===== config.mk =====
export PLATFORM = sky130hd
export DESIGN_NAME = pmc_power_ctrl
export DESIGN_NICKNAME = d
export VERILOG_FILES = /design/src/rtl/pmc_pkg.sv /design/src/rtl/pmc_unit_gate.sv /design/src/rtl/pmc_ctrl.sv /design/src/rtl/pmc_datapath.sv /design/src/rtl/pmc_power_ctrl.sv
export SDC_FILE = /design/constraint.sdc
export NUM_CORES = 1
export LEC_CHECK = 0
export ABC_AREA = 1
export BUFFER_PORTS_ARGS = -buffer_cell sky130_fd_sc_hd__buf_2
export CAP_MARGIN = 10
export CORE_MARGIN = 8
export CORE_UTILIZATION = 38
export CTS_BUF_LIST = sky130_fd_sc_hd__clkbuf_16
export DETAILED_ROUTE_END_ITERATION = 8
export PLACE_DENSITY = 0.73
export SYNTH_ARGS = -nofsm -noshare
export SYNTH_HDL_FRONTEND = slang
export SYNTH_SLANG_ARGS = --single-unit

===== constraint.sdc =====
create_clock -name clk -period 1.2 [get_ports clk]
set_input_delay 0.12 -clock clk [delete_from_list [all_inputs] [get_ports clk]]
set_output_delay 0.12 -clock clk [all_outputs]
set_load 0.1 [all_outputs]

===== src/rtl/pmc_pkg.sv =====
package pmc_pkg;

  localparam int STATE_W  = 3;
  localparam int STATIC_W = 2;

  typedef enum logic [STATE_W-1:0] {
    PS_RUN   = 3'd0,
    PS_DRAIN = 3'd1,
    PS_DOZE  = 3'd2,
    PS_NAP   = 3'd3,
    PS_SLEEP = 3'd4
  } pwr_state_e;

  typedef enum logic [STATIC_W-1:0] {
    SM_NONE  = 2'd0,
    SM_DOZE  = 2'd1,
    SM_NAP   = 2'd2,
    SM_SLEEP = 2'd3
  } static_mode_e;

  // strobes from the sequencer to the enable datapath
  typedef struct packed {
    logic loadMode;    // accept a software mode write
    logic clearReq;    // wakeup: drop the pending static level
    logic unitsAwake;  // execution units may run
    logic snoopOn;     // bus snoop clock on
    logic timeBaseOn;  // time base / decrementer clock on
  } pmc_strobe_t;

endpackage


===== src/rtl/pmc_unit_gate.sv =====
module pmc_unit_gate (
  input  logic awake,
  input  logic dynEn,
  input  logic idle,
  input  logic pending,
  output logic clkEn
);
  // a pending dispatch overrides idle so the unit runs ahead of its operation
  always_comb begin
    clkEn = awake & (~dynEn | ~idle | pending);
  end
endmodule


===== src/rtl/pmc_ctrl.sv =====
module pmc_ctrl
  import pmc_pkg::*;
(
  input  logic                clk,
  input  logic                rstN,
  input  logic                modeWrEn,
  input  logic [STATIC_W-1:0] modeWrStatic,
  input  logic [STATIC_W-1:0] reqMode,
  input  logic                busQuiesce,
  input  logic                extIrq,
  input  logic                decIrq,
  output pwr_state_e          state,
  output pmc_strobe_t         strobe
);

  pwr_state_e stateNext;
  pwr_state_e drainTarget;

  always_comb begin
    case (static_mode_e'(reqMode))
      SM_DOZE:  drainTarget = PS_DOZE;
      SM_NAP:   drainTarget = PS_NAP;
      SM_SLEEP: drainTarget = PS_SLEEP;
      default:  drainTarget = PS_RUN;
    endcase
  end

  always_comb begin
    stateNext = state;
    case (state)
      PS_RUN: begin
        if (modeWrEn && (modeWrStatic != SM_NONE)) stateNext = PS_DRAIN;
      end
      PS_DRAIN: begin
        if (extIrq || decIrq)  stateNext = PS_RUN;
        else if (busQuiesce)   stateNext = drainTarget;
      end
      PS_DOZE, PS_NAP: begin
        if (extIrq || decIrq)  stateNext = PS_RUN;
      end
      PS_SLEEP: begin
        if (extIrq)            stateNext = PS_RUN;
      end
      default:                 stateNext = PS_RUN;
    endcase
  end

  always_ff @(posedge clk or negedge rstN) begin
    if (!rstN) state <= PS_RUN;
    else       state <= stateNext;
  end

  always_comb begin
    strobe.loadMode   = modeWrEn && (state == PS_RUN);
    strobe.clearReq   = (state != PS_RUN) && (stateNext == PS_RUN);
    strobe.unitsAwake = (state == PS_RUN) || (state == PS_DRAIN);
    strobe.snoopOn    = (state != PS_NAP) && (state != PS_SLEEP);
    strobe.timeBaseOn = (state != PS_SLEEP);
  end

endmodule


===== src/rtl/pmc_datapath.sv =====
module pmc_datapath
  import pmc_pkg::*;
#(
  parameter int NUM_UNITS = 5
) (
  input  logic                 clk,
  input  logic                 rstN,
  input  pmc_strobe_t          strobe,
  input  logic [STATIC_W-1:0]  modeWrStatic,
  input  logic                 modeWrDyn,
  input  logic [NUM_UNITS-1:0] unitIdle,
  input  logic [NUM_UNITS-1:0] dispatchPending,
  output logic [STATIC_W-1:0]  reqMode,
  output logic [NUM_UNITS-1:0] unitClkEn,
  output logic                 busIfEn,
  output logic                 timeBaseEn
);

  logic dynEn;

  always_ff @(posedge clk or negedge rstN) begin
    if (!rstN) begin
      reqMode <= SM_NONE;
      dynEn   <= 1'b0;
    end else if (strobe.loadMode) begin
      reqMode <= modeWrStatic;
      dynEn   <= modeWrDyn;
    end else if (strobe.clearReq) begin
      reqMode <= SM_NONE;
    end
  end

  for (genvar u = 0; u < NUM_UNITS; u++) begin : g_unit
    pmc_unit_gate u_gate (
      .awake  (strobe.unitsAwake),
      .dynEn  (dynEn),
      .idle   (unitIdle[u]),
      .pending(dispatchPending[u]),
      .clkEn  (unitClkEn[u])
    );
  end

  assign busIfEn    = strobe.snoopOn;
  assign timeBaseEn = strobe.timeBaseOn;

endmodule


===== src/rtl/pmc_power_ctrl.sv =====
module pmc_power_ctrl
  import pmc_pkg::*;
#(
  parameter int NUM_UNITS = 5
) (
  input  logic                 clk,
  input  logic                 rstN,
  input  logic                 modeWrEn,
  input  logic [1:0]           modeWrStatic,
  input  logic                 modeWrDyn,
  input  logic [NUM_UNITS-1:0] unitIdle,
  input  logic [NUM_UNITS-1:0] dispatchPending,
  input  logic                 busQuiesce,
  input  logic                 extIrq,
  input  logic                 decIrq,
  output logic [NUM_UNITS-1:0] unitClkEn,
  output logic                 busIfEn,
  output logic                 timeBaseEn,
  output logic [2:0]           pwrState
);

  pwr_state_e          state;
  pmc_strobe_t         strobe;
  logic [STATIC_W-1:0] reqMode;

  pmc_ctrl u_ctrl (
    .clk         (clk),
    .rstN        (rstN),
    .modeWrEn    (modeWrEn),
    .modeWrStatic(modeWrStatic),
    .reqMode     (reqMode),
    .busQuiesce  (busQuiesce),
    .extIrq      (extIrq),
    .decIrq      (decIrq),
    .state       (state),
    .strobe      (strobe)
  );

  pmc_datapath #(.NUM_UNITS(NUM_UNITS)) u_dp (
    .clk            (clk),
    .rstN           (rstN),
    .strobe         (strobe),
    .modeWrStatic   (modeWrStatic),
    .modeWrDyn      (modeWrDyn),
    .unitIdle       (unitIdle),
    .dispatchPending(dispatchPending),
    .reqMode        (reqMode),
    .unitClkEn      (unitClkEn),
    .busIfEn        (busIfEn),
    .timeBaseEn     (timeBaseEn)
  );

  assign pwrState = state;

endmodule


==> flow_metrics.tcl, run 1 <==
set metrics [dict create \
    synth-simple-area-share 0.336 \
    synth_area_um2 522 \
    synth.top_cell.area_share 0.288 \
    synthCells 71 \
    synth_top_family_by_area "simple AND/OR/NAND/NOR gates" \
    yosysWarnings 0 \
    io_pins 29 \
    synth_fa_ha_area_frac 0.0480 \
    yosys_register_bits 6 \
    clock-root-buffer "clkbuf_16" \
    dpl-instance-area_um2 1030 \
    numCtsBuffers 3 \
    netlist_top_cells_area "dfrtp_1 29%, inv_1 11%, buf_4 7.2%, nand2_1 7.2%, a31oi_1 6.0%" \
    htree_levels 1 \
    io_buffers 28 \
    stop_error "[ERROR DPL-0033] detailed placement checks failed during check placement." \
    clk_path_buf_depth 2 \
    ys_types 20 \
    yosysTopAreaCell "dfrtp_1" \
    lastStage "global routing (5_1_grt)" \
    synth_xor_area_frac 0 \
    clock-sinks 6 \
    start_util 0.406 \
    place_congestion 0.727 \
    syn-mean-instance-area_um2 7.35 \
    synthMuxAreaShare 0.0216 \
    antenna_found_initial 0 \
    worstEpCategory "register data pin" \
    die_width_um 53.1 \
    status "aborted with a tool error" \
    ys_seq_area_frac 0.288 \
    synth_compound_area_frac 0.106 \
    syn_nets 92 \
    chipHeight_um 53.1 \
    row_count 13 \
    worstEndpointGrtRepair "u_dp.reqMode[0]$_DFFE_PN0P_/D" \
    dpl.hpwl_um 1430 \
    grt_start_max_net_pins 8 \
]
-- per-stage QoR --
step	util	hold WS, ns	instances	TNS, ns	worst slack [ns]
2_1_floorplan	-	-0.176	71	-2.86	-0.364
3_3_place_gp	0.800	-0.0512	124	-0.563	-0.133
3_5_place_dp	0.800	-0.0481	124	-0.825	-0.166
4_1_cts	0.945	0.147	135	-2.87	-0.289
-- repair_timing --
item | 4_1_cts
setup endpoints to repair | 13
gates resized for setup | 12
hold endpoints to repair | 6
pin swaps | 3
buffers inserted | 6
hold buffers | 1
-- cell usage after synthesis (all sizes together) --
| library cell | instances |
|---|---|
| ha | 2 |
| inv | 18 |
| o21bai | 1 |
| nor2 | 10 |
| buf | 5 |
| nand3b | 1 |
| dfrtp | 6 |
| nor3 | 1 |
| mux2 | 1 |
| o21ai | 1 |
| nand2 | 11 |
| a31oi | 5 |
| nand4 | 1 |
| nand3 | 8 |
-- cells by family after synthesis --
kind of cell    after synthesis
buf+inv                      23
mux                           1
fa+ha+maj                     2
compound gates                7
simple gates                 32
flops                         6
==> run 2: changes to the inputs <==
- CORE_AREA: default -> 8 8 69 71
- CORE_MARGIN: 8 -> default
- CORE_UTILIZATION: 38 -> default
- CTS_BUF_LIST: sky130_fd_sc_hd__clkbuf_16 -> default
- DIE_AREA: default -> 0 0 77 79
- PLACE_DENSITY: 0.73 -> default
- PLACE_DENSITY_LB_ADDON: default -> 0.15
- clock period: 1.2 -> 1.6 ns (I/O delays scaled with it)
==> run 2 against run 1 <==
The flow now finishes without violations; synthesized area is the same; synthesized cell count is the same.
==> flow_metrics.tcl, run 2 <==
set metrics [dict create \
    instances_no_fill 150 \
    grt_pass1_vias 559 \
    die_width_um 77 \
    drc 0 \
    io_buffers 28 \
    fp.coreArea_um2 3800 \
    fmax_ghz 0.649 \
    synthCells 71 \
    syn_nets 92 \
    largest_reg_flops 3 \
    netlist_top_cells_count "15 x inv_1, 10 x nand2_1, 7 x nor2_1" \
    critPathMaxFanout 7 \
    row_count 23 \
    dieArea_um2 6080 \
    synth_edf_count 0 \
    power_density_nw_per_um2 1020 \
    setup_tns_ns 0 \
    yosysTopAreaCell "dfrtp_1" \
    drt_first_pass_iters 2 \
    io_pins 29 \
    synth-async-reset-ratio 1.00 \
    netlist_top_cells_area "dfrtp_1 29%, inv_1 11%, buf_4 7.2%, nand2_1 7.2%, a31oi_1 6.0%" \
    top_regs "u_ctrl.state x3, u_dp.reqMode x2, u_dp.dynEn x1" \
    yosys_register_bits 6 \
    syn-mean-instance-area_um2 7.35 \
    antenna_found_initial 0 \
    clock-sinks 6 \
    antenna_cells 0 \
    drive_above_1_share 0.560 \
    clk_latency_ns 0.22 \
    drv_cap 0 \
    routed_wl_um 1620 \
    drtAntennaViolNets 0 \
    syn_to_final_growth_pct 81.5 \
    dpl.hpwl_um 1410 \
    skew_ns 0.00394 \
    setup-violations-final 0 \
    grt-ovfl-total 0 \
    synth_ff_type "dfrtp_1" \
    drt_iter0_markers 12 \
    crit_family "flip-flops" \
    grt_pass1_wl_um 2530 \
    yosysMostFrequentCell "inv_1" \
    critPathBufInv 2 \
    worst_path_largest_cell_delay_ns 0.51 \
    final_common_cell "buf_2" \
    vias_per_cell 3.63 \
    hold_class "in2reg" \
    via_count 545 \
    rsz0062_at_grt "false" \
    leakage_nw 0.469 \
    worstSetupStartpointType "register" \
    cts_tree "yes" \
    required_ns 1.44 \
    crit_arrival_ns 1.38 \
    fin_crit_ns 1.54 \
    grtUsageTotal 0.0513 \
    status "finished clean" \
    numCtsBuffers 3 \
    worst_pin_slew_ns 0.492 \
    yosysWarnings 0 \
    grt_start_max_net_pins 8 \
    htree_levels 1 \
    ys_seq_area_frac 0.288 \
    clk_pin_slew_ns 0.04 \
    dpl.cell_count 144 \
    cp_cell_sequence "nor2_4, inv_4, a31oi_2, buf_12" \
    layout_common_cells "22 x buf_2, 14 x inv_1, 9 x nand2_1" \
    layout.nets 122 \
    ys_types 20 \
    largest_register "u_ctrl.state" \
    irDropWorstVdd_v 0.000184 \
    place_congestion 0.705 \
    crit_slowest_cell "dfrtp_4" \
    finalHoldViolCount 0 \
    chipHeight_um 79 \
    clk_path_buf_depth 2 \
    slew_headroom 0.674 \
    p_total_uw 963 \
    slew_viol_final 0 \
    start_util 0.137 \
    fin_crit_sh 0.963 \
    synth_area_um2 522 \
    path_class "reg2out" \
    drt-wirelength-per-cell_um 10.8 \
    synth.top_cell.area_share 0.288 \
    endpoint_kind "output port" \
    clock-root-buffer "clkbuf_8" \
]
[run 2: cell counts after synthesis]
Identical to the previous run, type by type.
[run 2: area by class of cell]
type	count	area, um2
Clock buffer	4	45.0
Fill cell	450	2850
Inverter	18	77.6
Multi-Input combinational cell	42	353
Sequential cell	6	161
Tap cell	50	62.6
Timing Repair Buffer	30	248
[run 2: path summary, 6_finish.rpt]
path	startpoint	endpoint	slack, ns	cells after the start
hold reg to reg	u_dp.reqMode[1]	u_dp.reqMode[1]	0.53	2
setup / recovery	u_ctrl.state[1]	unitClkEn[3]	0.06	4
setup reg to reg	u_dp.reqMode[0]	u_dp.reqMode[0]	0.22	9
max in group asynchronous	rstN	u_ctrl.state[1]	1.13	2
hold / removal	modeWrDyn	u_dp.dynEn	0.17	2
min in group asynchronous	rstN	u_ctrl.state[2]	0.30	2
[run 2: repair_timing]
item,CTS,global route
buffers inserted,1,0
endpoints found under the hold margin,6,0
hold buffers,1,0
gates resized for setup,9,0
endpoints found under the setup margin,5,0
[run 2: worst reg2reg max path: stages, from the launching register on]
cell and delay [ns]:
dfrtp_1 0.37, inv_1 0.05, ha_1 0.18, nand3b_1 0.15
nand3_1 0.08, nand2_1 0.05, nor2_1 0.15, nand3_2 0.11
nand3_1 0.08, nand2_1 0.05
[run 2: logic make-up (layout without fill, tap and decap cells)]
kind of cell | Yosys count | after routing | synth area share
AND/OR/NAND/NOR | 32 | 32 | 0.336
buffers and inverters | 23 | 52 | 0.201
AO/OA/AOI/OAI | 7 | 7 | 0.106
flip-flops | 6 | 6 | 0.288
adder cells (fa/ha/maj) | 2 | 2 | 0.0480
multiplexers | 1 | 1 | 0.0216
[run 2: report_power, final]
part           total (mW)  internal [mW]  switching (mW)
Combinational       0.499          0.174           0.325
Clock               0.235          0.171          0.0641
Sequential          0.228          0.181          0.0475
[run 2: per-stage QoR]
step / setup WS (ns) / hold slack, ns / area [um2] / utilization
after CTS: 0.0509 / 0.169 / 947 / 0.249
final: 0.0584 / 0.171 / 947 / 0.249
after global routing: 0.00902 / 0.173 / 947 / 0.249
after detailed placement: 0.119 / -0.00269 / 825 / 0.217
after global placement: 0.146 / -0.00421 / 825 / 0.217
after floorplan: -0.00405 / -0.136 / 569 / -
[run 2: routing by layer]
| layer | vias to the layer above | global-route usage | share of wire | wire length [um] |
|---|---|---|---|---|
| met5 | - | 0 | 0 | 0 |
| met4 | 0 | 0.0340 | 0.026 | 42 |
| met3 | 4 | 0.0113 | 0.054 | 87 |
| met2 | 13 | 0.0918 | 0.54 | 869 |
| met1 | 250 | 0.0533 | 0.38 | 622 |
| li1 | 278 | - | - | - |
No activity file was read; power rests on OpenSTA's default activity.
==> run 3: changes to the inputs <==
- clock period: 1.6 -> 1.5 ns (I/O delays scaled with it)
==> run 3 against run 2 <==
Sequential power up 7%; non-clock buffer count is 1 higher; via count down 4.4%; die area did not move; setup slack lost 0.032 ns; global-route usage barely moved; highest routed layer unchanged.
==> flow_metrics.tcl, run 3 (synthesis results as in run 2) <==
set metrics [dict create \
    worstSetupStartpointType "register" \
    clk_path_buf_depth 2 \
    path_class "reg2out" \
    io_buffers 28 \
    drc 0 \
    drive_above_1_share 0.584 \
    clk_pin_slew_ns 0.04 \
    finalHoldViolCount 0 \
    row_count 23 \
    drtAntennaViolNets 0 \
    htree_levels 1 \
    slew_viol_final 0 \
    io_pins 29 \
    cts_tree "yes" \
    dp_slack_ns 0.0808 \
    setup_tns_ns 0 \
    rsz0062_at_grt "true" \
    antenna_cells 0 \
    final_common_cell "buf_2" \
    hold_class "in2reg" \
    setup-violations-final 0 \
    critPathMaxFanout 7 \
    holdPathStages 2 \
    irDropWorstVdd_v 0.000180 \
    grt_pass1_vias 548 \
    start_util 0.137 \
    die_width_um 77 \
    layout.nets 123 \
    drt-wirelength-per-cell_um 10.2 \
    required_ns 1.35 \
    endpoint_kind "output port" \
    power_density_nw_per_um2 1050 \
    place_congestion 0.730 \
    grt_start_max_net_pins 8 \
    drt_iter0_markers 9 \
    leakage_nw 0.487 \
    clock-root-buffer "clkbuf_8" \
    layout_common_cells "21 x buf_2, 14 x inv_1, 9 x nand2_1" \
    fp.coreArea_um2 3800 \
    clock-sinks 6 \
    grt_pass1_wl_um 2460 \
    drv_cap 0 \
    chipHeight_um 79 \
    final_area_um2 992 \
    numCtsBuffers 3 \
    grt-ovfl-total 0 \
    dpl.hpwl_um 1390 \
    slew_headroom 0.669 \
    hold_slack_ns 0.161 \
    largest_reg_flops 3 \
    post-route-util 0.261 \
    via_count 521 \
    fin_ws_ns 0.0263 \
    worst_pin_slew_ns 0.499 \
    skew_ns 0.00115 \
    drt_first_pass_iters 4 \
    routed_wl_um 1540 \
    largest_register "u_ctrl.state" \
    clk_latency_ns 0.22 \
    status "finished clean" \
    syn_to_final_growth_pct 90.2 \
    dpl-instance-area_um2 910 \
    fmax_ghz 0.679 \
    r2r_cells 9 \
    fin_crit_ns 1.47 \
    grtUsageTotal 0.0513 \
    dieArea_um2 6080 \
    fin_crit_sh 0.982 \
    top_regs "u_ctrl.state x3, u_dp.reqMode x2, u_dp.dynEn x1" \
    crit_arrival_ns 1.32 \
    antenna_found_initial 0 \
    vias_per_cell 3.45 \
]
==> run 3: changes by cell type in the layout (fill, tap and decap cells not counted), sizes merged <==
| cell | previous run | this run |
|---|---|---|
| buf | 29 | 30 |
==> run 3: metrics by stage <==
step                total power, mW  cells
finish                         1.04    151
global route                   1.11    151
CTS                            1.06    151
detailed placement            0.784    145
global placement              0.784    145
floorplan                     0.656     71
==> run 3: metal layers <==
layer  up-vias  share of wire  track usage  routed length, um
met5         -              0            0                  0
met4         0          0.018       0.0396                 27
met3         2          0.061       0.0158                 94
li1        277              -            -                  -
met1       228           0.38       0.0526                579
met2        14           0.54       0.0867                838
==> run 3: final timing paths <==
| path | from | to | slack [ns] |
|---|---|---|---|
| worst min register to register | u_dp.reqMode[1] | u_dp.reqMode[1] | 0.53 |
| worst max register to register | u_ctrl.state[2] | u_dp.reqMode[1] | 0.15 |
| worst min-delay path | modeWrDyn | u_dp.dynEn | 0.16 |
| min in group asynchronous | rstN | u_ctrl.state[1] | 0.29 |
| max in group asynchronous | rstN | u_ctrl.state[0] | 1.04 |
| worst max-delay path | u_ctrl.state[1] | unitClkEn[1] | 0.03 |
==> run 3: final cells by class <==
cell class | instances | area [um2]
clock buffers | 4 | 45.0
fillers | 429 | 2810
inverters | 18 | 77.6
multi-input cells | 42 | 375
flip-flops and latches | 6 | 161
well taps | 50 | 62.6
repair buffers | 31 | 270
==> run 3: power breakdown <==
| part | total, mW | internal, mW | switching, mW |
|---|---|---|---|
| Combinational | 0.545 | 0.194 | 0.351 |
| Clock | 0.253 | 0.183 | 0.0704 |
| Sequential | 0.245 | 0.193 | 0.0522 |
==> run 3: critical path, cell delays in order (launching register included) <==
cell and delay, ns:
dfrtp_4 0.50, nor2_4 0.13, inv_4 0.10, a31oi_4 0.17, buf_12 0.19
==> run 3: repair_timing <==
item,4_1_cts,5_1_grt
gates resized for setup,2,2
pin swaps,1,1
hold buffers,1,0
setup endpoints to repair,5,7
hold endpoints to repair,6,0
setup buffers,1,0
==> run 4: changes to the inputs <==
- CORE_AREA: 8 8 69 71 -> 2 2 63 65
- DIE_AREA: 0 0 77 79 -> 0 0 65 67
- HOLD_SLACK_MARGIN: default -> 0.12
==> run 4 against run 3 <==
Die area decreased by 28%; design area increased by 1.5%; power increased by 1.9%; utilization increased by 1.8 points; clock-buffer cell count unchanged; wire length decreased by 9.0%; non-clock buffer count increased by 2; clock power increased by 3%; largest cell class unchanged; largest power group unchanged.
==> flow_metrics.tcl, run 4 (synthesis results as in run 2) <==
set metrics [dict create \
    layout.nets 125 \
    worst_pin_slew_ns 0.495 \
    required_ns 1.35 \
    dpl.hpwl_um 1240 \
    vias_per_cell 3.60 \
    grtUsageTotal 0.0670 \
    chipHeight_um 67 \
    via_count 544 \
    fin_crit_sh 0.983 \
    grt-ovfl-total 0 \
    clk_path_buf_depth 2 \
    leakage_nw 0.496 \
    setup-violations-final 0 \
    cts_tree "yes" \
    slew_viol_final 0 \
    path_class "reg2out" \
    grt_start_max_net_pins 8 \
    syn_to_final_growth_pct 93.0 \
    drt_first_pass_iters 2 \
    final_common_cell "buf_2" \
    io_pins 29 \
    status "finished clean" \
    layout_common_cells "21 x buf_2, 14 x inv_1, 9 x nand2_1" \
    grt_pass1_wl_um 2180 \
    antenna_cells 0 \
    htree_levels 1 \
    drive_above_1_share 0.592 \
    largest_register "u_ctrl.state" \
    clock-root-buffer "clkbuf_8" \
    clk_latency_ns 0.22 \
    dieArea_um2 4360 \
    slew_headroom 0.672 \
    fmax_ghz 0.678 \
    start_util 0.145 \
    largest_reg_flops 3 \
    top_regs "u_ctrl.state x3, u_dp.reqMode x2, u_dp.dynEn x1" \
    endpoint_kind "output port" \
    drt_iter0_markers 11 \
    die_width_um 65 \
    drt-wirelength-per-cell_um 9.28 \
    p_total_mw 1.06 \
    io_buffers 28 \
    clk_pin_slew_ns 0.04 \
    fillCellCount 398 \
    power_density_nw_per_um2 1050 \
    crit_arrival_ns 1.32 \
    drv_cap 0 \
    numCtsBuffers 3 \
    place_congestion 0.730 \
    hold_slack_ns 0.169 \
    clock-sinks 6 \
    fin_crit_ns 1.47 \
    irDropWorstVdd_v 0.000196 \
    rsz0062_at_grt "true" \
    critPathMaxFanout 7 \
    routed_wl_um 1400 \
    fp.coreArea_um2 3610 \
    drc 0 \
    worstSetupStartpointType "register" \
    grt_pass1_vias 534 \
    row_count 22 \
    finalHoldViolCount 0 \
    hold_class "in2reg" \
    drtAntennaViolNets 0 \
    skew_ns 0.000895 \
    antenna_found_initial 0 \
]
run 4: path summary, 6_finish.rpt:
| kind | slack (ns) | start | end | depth (start not counted) |
|---|---|---|---|---|
| setup / recovery | 0.03 | u_ctrl.state[1] | unitClkEn[0] | 4 |
| hold / removal | 0.17 | modeWrDyn | u_dp.dynEn | 2 |
| setup reg to reg | 0.14 | u_ctrl.state[1] | u_dp.reqMode[0] | 8 |
| hold reg to reg | 0.53 | u_dp.reqMode[1] | u_dp.reqMode[1] | 2 |
| max in group asynchronous | 1.06 | rstN | u_ctrl.state[0] | 2 |
| min in group asynchronous | 0.28 | rstN | u_dp.reqMode[0] | 2 |
run 4: where the power goes:
group          leakage, nW  switching, mW  internal (mW)  total [mW]
Combinational        0.401          0.368          0.206       0.574
Clock               0.0228         0.0762          0.183       0.260
Sequential          0.0722         0.0359          0.193       0.229
run 4: area by class of cell:
cell class,count,area [um2],share of cell area
inverter,18,80.1,0.0795
clock buffer,4,45.0,0.0447
sequential,6,161,0.160
tap,48,60.1,0.0596
multi-input combinational,42,375,0.373
timing repair buffer,33,285,0.283
run 4: worst max-delay path: stages (launching register included):
cell and delay, ns:
dfrtp_4 0.50, nor2_4 0.14, inv_6 0.09, a31oi_4 0.17, buf_12 0.19
run 4: timing repair:
action                                 in CTS  in global routing
resized for setup                           3                  2
pin swaps                                   1                  1
setup endpoints to repair                   5                  7
hold buffers                                1                  0
buffers inserted                            2                  0
endpoints found under the hold margin       6                  0
run 4: through the flow:
step | instance area (um2) | util | TNS, ns | std cells | setup slack [ns]
2_1_floorplan | 654 | - | -0.285 | 71 | -0.0941
3_3_place_gp | 915 | 0.254 | 0 | 144 | 0.0876
3_5_place_dp | 915 | 0.254 | 0 | 144 | 0.0823
4_1_cts | 1000 | 0.278 | -0.00659 | 151 | -0.00302
5_1_grt | 1010 | 0.279 | -0.104 | 151 | -0.0265
6_report | 1010 | 0.279 | 0 | 151 | 0.0257
run 4: layer usage:
metal,up-vias,wire [um],track usage
met5,-,0,0
met3,4,53,0.0152
met4,0,36,0.0479
met2,13,797,0.124
met1,247,515,0.0657
li1,280,-,-
